## src/rtl/hpt_group_index_pkg.sv

```systemverilog
package hpt_group_index_pkg;
  // Strobes from control to datapath
  typedef struct packed {
    logic capture;   // latch a new result this edge
    logic maskLoad;  // load the hash mask this edge
  } hpt_strobe_t;
endpackage

```

## src/rtl/hpt_group_index_ctrl.sv

```systemverilog
module hpt_group_index_ctrl
  import hpt_group_index_pkg::*;
(
  input  logic        clk,
  input  logic        rstN,
  input  logic        reqValid,
  input  logic        rspReady,
  input  logic        maskWrEn,
  output logic        reqReady,
  output logic        rspValid,
  output hpt_strobe_t strobes
);
  logic pending;

  assign reqReady = !pending;
  assign rspValid = pending;

  always_comb begin
    strobes.capture  = reqValid && !pending;
    // mask only changes with nothing in flight and nothing arriving
    strobes.maskLoad = maskWrEn && !pending && !(reqValid && !pending);
  end

  always_ff @(posedge clk or negedge rstN) begin
    if (!rstN)                 pending <= 1'b0;
    else if (strobes.capture)  pending <= 1'b1;
    else if (rspReady)         pending <= 1'b0;
  end
endmodule

```

## src/rtl/hpt_group_index_dp.sv

```systemverilog
module hpt_group_index_dp
  import hpt_group_index_pkg::*;
#(
  parameter int VPN_W       = 64,
  parameter int IDX_W       = 24,
  parameter int SMALL_SHIFT = 16,
  parameter int LARGE_SHIFT = 4,
  parameter int RAW_W       = 39,
  parameter int GROUP_SHIFT = 7
) (
  input  logic                     clk,
  input  logic                     rstN,
  input  hpt_strobe_t              strobes,
  input  logic [VPN_W-1:0]         reqVpn,
  input  logic                     reqLarge,
  input  logic [IDX_W-1:0]         maskWrData,
  output logic [IDX_W-1:0]         priIdx,
  output logic [IDX_W-1:0]         secIdx,
  output logic [IDX_W+GROUP_SHIFT-1:0] priOffset,
  output logic [IDX_W+GROUP_SHIFT-1:0] secOffset
);
  localparam logic [VPN_W-1:0] SMALL_PG_MASK = (VPN_W'(1) << SMALL_SHIFT) - VPN_W'(1);
  localparam logic [VPN_W-1:0] LARGE_PG_MASK = (VPN_W'(1) << LARGE_SHIFT) - VPN_W'(1);

  logic [IDX_W-1:0] maskReg;
  logic [IDX_W-1:0] priReg, secReg;
  logic [VPN_W-1:0] segPart, pagePart;
  logic [RAW_W-1:0] rawHash;
  logic [IDX_W-1:0] rawLow;

  always_comb begin
    if (reqLarge) begin
      segPart  = reqVpn >> LARGE_SHIFT;
      pagePart = reqVpn & LARGE_PG_MASK;
    end else begin
      segPart  = reqVpn >> SMALL_SHIFT;
      pagePart = reqVpn & SMALL_PG_MASK;
    end
    rawHash = RAW_W'(segPart) ^ RAW_W'(pagePart);
    rawLow  = rawHash[IDX_W-1:0];
  end

  always_ff @(posedge clk or negedge rstN) begin
    if (!rstN) begin
      maskReg <= '1;
      priReg  <= '0;
      secReg  <= '0;
    end else begin
      if (strobes.maskLoad) maskReg <= maskWrData;
      if (strobes.capture) begin
        priReg <= rawLow & maskReg;
        secReg <= ~rawLow & maskReg;
      end
    end
  end

  assign priIdx    = priReg;
  assign secIdx    = secReg;
  assign priOffset = {priReg, {GROUP_SHIFT{1'b0}}};
  assign secOffset = {secReg, {GROUP_SHIFT{1'b0}}};
endmodule

```

## src/rtl/hpt_group_index.sv

```systemverilog
module hpt_group_index
  import hpt_group_index_pkg::*;
#(
  parameter int VPN_W = 64,
  parameter int IDX_W = 24
) (
  input  logic             clk,
  input  logic             rstN,
  input  logic             reqValid,
  output logic             reqReady,
  input  logic [VPN_W-1:0] reqVpn,
  input  logic             reqLarge,
  input  logic             maskWrEn,
  input  logic [IDX_W-1:0] maskWrData,
  output logic             rspValid,
  input  logic             rspReady,
  output logic [IDX_W-1:0] priIdx,
  output logic [IDX_W-1:0] secIdx,
  output logic [IDX_W+6:0] priOffset,
  output logic [IDX_W+6:0] secOffset
);
  localparam int ENTRY_LOG2  = 4;  // 16-byte entries
  localparam int SLOTS_LOG2  = 3;  // 8 entries per group
  localparam int GROUP_SHIFT = ENTRY_LOG2 + SLOTS_LOG2;

  hpt_strobe_t strobes;

  hpt_group_index_ctrl u_ctrl (
    .clk(clk), .rstN(rstN), .reqValid(reqValid), .rspReady(rspReady),
    .maskWrEn(maskWrEn), .reqReady(reqReady), .rspValid(rspValid),
    .strobes(strobes)
  );

  hpt_group_index_dp #(
    .VPN_W(VPN_W), .IDX_W(IDX_W), .SMALL_SHIFT(16), .LARGE_SHIFT(4),
    .RAW_W(39), .GROUP_SHIFT(GROUP_SHIFT)
  ) u_dp (
    .clk(clk), .rstN(rstN), .strobes(strobes), .reqVpn(reqVpn),
    .reqLarge(reqLarge), .maskWrData(maskWrData), .priIdx(priIdx),
    .secIdx(secIdx), .priOffset(priOffset), .secOffset(secOffset)
  );
endmodule

```

## config.mk

```make
export PLATFORM = sky130hd
export DESIGN_NAME = hpt_group_index
export DESIGN_NICKNAME = d
export VERILOG_FILES = /design/src/rtl/hpt_group_index_pkg.sv /design/src/rtl/hpt_group_index_ctrl.sv /design/src/rtl/hpt_group_index_dp.sv /design/src/rtl/hpt_group_index.sv
export SDC_FILE = /design/constraint.sdc
export NUM_CORES = 1
export LEC_CHECK = 0
export ABC_AREA = 0
export CAP_MARGIN = 20
export CORE_ASPECT_RATIO = 1.2
export CORE_UTILIZATION = 36
export DETAILED_ROUTE_END_ITERATION = 8
export HOLD_SLACK_MARGIN = 0.05
export PLACE_DENSITY = 0.77
export SLEW_MARGIN = 20
export SYNTH_ARGS = -nofsm -noshare
export SYNTH_HDL_FRONTEND = slang
export SYNTH_HIERARCHICAL = 1
export SYNTH_SLANG_ARGS = --single-unit
```

## constraint.sdc

```tcl
create_clock -name clk -period 1.5 [get_ports clk]
set_clock_uncertainty 0.15 [all_clocks]
set_input_delay 0.3 -clock clk [delete_from_list [all_inputs] [get_ports clk]]
set_output_delay 0.3 -clock clk [all_outputs]
set_load 0.02 [all_outputs]
```

==> impl_metrics.py <==
metrics = {
    "route": {
        "viasPerCell": 4.96,
        "drt_iter0_markers": 96,
        "ant_nets": 0,
        "vias": 3152,
        "finalWirelength_mm": 11.4,
        "drcViolationCount": 0,
        "drt_pass1_iterations": 4,
        "routedWlPerCell_um": 18.0,
    },
    "timing": {
        "drv_slew": 0,
        "rsz0062_at_grt": "yes",
        "fmax_mhz": 631,
        "timing.final.crit_share_pct": 106,
        "fin_ws_ns": -0.0849,
        "min_period_ns": 1.58,
        "finalHoldViolCount": 0,
        "finalSetupTns_ns": -1.77,
        "setup_viol": 59,
    },
    "worst_setup_path": {
        "path_class": "reg -> reg",
        "path_buf_inv": 4,
        "critPathMaxStageDelay_ns": 0.43,
        "cp.required_ns": 1.60,
        "critPathLaunchType": "flop",
        "crit_chain": "buf_6 -> nor2b_4 -> buf_12 -> clkbuf_16 -> buf_8 -> nand2_1 -> o22ai_1",
        "arrival_ns": 1.68,
        "endpoint_kind": "flop",
        "crit_family": "buffers and inverters",
        "slowest_stage": "dfrtp_2",
        "worstPathMaxFanout": 6,
    },
    "floorplanning": {
        "rows": 41,
        "die_y_um": 116,
        "die_w_um": 97.1,
        "core_um2": 10500,
        "dieArea_um2": 11300,
        "io_pins": 206,
        "start_util_pct": 37.2,
    },
    "layout": {
        "nets": 595,
        "area_growth_pct": 54.9,
        "drive_gt1_share_pct": 38.1,
        "n_fill_cell": 904,
        "postLayoutCoreUtil_pct": 57.6,
        "antenna-diode-count": 0,
    },
    "clocking": {
        "clk_path_buf_depth": 2,
        "cts_buffers": 9,
        "clock_sinks": 73,
        "clk_pin_slew_worst_paths_ns": 0.07,
        "clk_latency_ns": 0.33,
        "cts_max_level": 3,
        "root_buffer": "clkbuf_16",
        "cts_tree": "done",
    },
    "synthesis": {
        "synth_edf_count": 0,
        "yosys_warnings": 6,
        "synth_top_cell_by_area": "dfrtp_1",
        "synth_seq_area_share_pct": 47.5,
        "syn_area_per_cell_um2": 11.2,
        "synth.area.top_cells": "dfrtp_1, dfstp_2, buf_4, mux2_2, mux2i_1",
        "ys_async_sr_fraction_pct": 100,
        "synth_top_flop_cell": "dfrtp_1",
        "synth_most_common_cell": "buf_4",
        "netlist-cell-type-count": 27,
        "synth.cell_area_um2": 3910,
        "synthCells": 350,
        "ys_ff_latch": 73,
        "synth_commonest_cells": "buf_4, dfrtp_1, dfstp_2, mux2_2, nand2b_1",
        "synth_top_area_share_pct": 31.4,
    },
    "global_route": {
        "grt_use_total_pct": 19.1,
        "first_global_vias": 3192,
        "grt_pass1_wl_mm": 16.7,
        "grt_overflow": 0,
        "antenna_found_initial": 0,
        "grt_max_degree": 37,
    },
    "outcome": {
        "violations": "negative setup slack",
        "outcome": "finished with violations",
    },
    "min_path": {
        "hold_class": "in -> async",
    },
    "placed_design": {
        "hpwl_mm": 7.17,
        "place_worst_setup_slack_ns": -0.398,
        "place.gp.congestion": 0.765,
        "io_buffers": 167,
    },
    "power_and_ir_drop": {
        "ir_worst_vdd_mv": 0.698,
        "p_total_mw": 9.23,
        "p_leak_nw": 2.82,
        "p_per_area_nw_per_um2": 1520,
    },
    "flow_run": {
        "drv_cap": 0,
    },
}
## kinds of logic (layout without fill, tap and decap cells)
family          Yosys count  count (layout)  share of synthesized area (%)
buf+inv                 101             244                           16.7
simple gates             62              62                           9.00
flops                    73              73                           47.5
compound gates           49              49                           9.03
xor+xnor                 16              16                           3.59
mux                      48              48                           14.1
other cells               1              14                         0.0960
## final cells by class
class	count	area (µm²)	share of cell area, %
Multi-Input combinational cell	189	1620	26.8
Clock buffer	9	225	3.72
Timing Repair Buffer	207	1960	32.4
Clock inverter	7	143	2.36
Tap cell	129	161	2.67
Inverter	21	78.8	1.30
Sequential cell	73	1860	30.7
## final timing paths
path,start,endpoint,slack (ns),cells past startpoint
worst max-delay path,u_ctrl/rspValid$_DFFE_PN0P_,u_dp/secIdx[19]$_DFFE_PN0P_,-0.08,7
worst min-delay path,rstN,u_dp/priIdx[18]$_DFFE_PN0P_,0.22,2
worst max register to register,u_ctrl/rspValid$_DFFE_PN0P_,u_dp/secIdx[19]$_DFFE_PN0P_,-0.08,7
worst min register to register,u_dp/maskReg[20]$_DFFE_PN1P_,u_dp/secIdx[20]$_DFFE_PN0P_,0.37,2
max in group asynchronous,rstN,u_dp/maskReg[7]$_DFFE_PN1P_,0.48,3
min in group clk,reqLarge,u_dp/secIdx[4]$_DFFE_PN0P_,0.37,4
## metal layers
layer	vias to the layer above	track usage [%]	wire [µm]
li1	1421	-	-
met3	13	4.13	612
met4	0	5.57	156
met2	134	35.8	6050
met5	-	0	0
met1	1584	21.9	4610
## through the flow
stage / std cells / hold WS (ns) / area (µm²)
floorplan: 363 / -0.146 / 3980
global placement: 596 / -0.00144 / 5440
detailed placement: 596 / 0.000514 / 5440
CTS: 629 / 0.213 / 6090
global route: 635 / 0.230 / 6050
finish: 635 / 0.220 / 6050
## flip-flops by register name (all words and copies together), names as in the netlist
name,count
u_ctrl/rspValid,1
u_dp/maskReg,24
u_dp/priIdx,24
u_dp/secIdx,24
## power breakdown
part	switching (mW)	internal [mW]	total [mW]
Clock	0.837	1.80	2.63
Combinational	1.87	1.62	3.49
Sequential	0.475	2.63	3.10
Total	3.18	6.05	9.23
## worst register-to-register path, delay by kind of cell, from the launching register on
kind,cells,cell delay (ns)
AO/OA/AOI/OAI,1,0.13
buffers and inverters,4,0.57
flip-flops,1,0.43
AND/OR/NAND/NOR,2,0.23
## cell usage in the layout (no fill, tap or decap), types with 16 or more instances in the layout
cell and n:
inv_1 20, mux2_4 26, buf_4 17, clkdlybuf4s50_1 65
clkdlybuf4s15_1 37, xnor2_1 16, nand2b_1 24, dfrtp_1 48
clkbuf_2 57, dfstp_2 24
## timing repair
item	in CTS	in global routing
endpoints found under the hold margin	50	0
cloned	5	4
hold buffers	1	0
setup endpoints to repair	152	146
pin swaps	2	1
gates resized for setup	197	127
buffers inserted	11	5
Note: power is estimated with default switching activity, not from simulation.
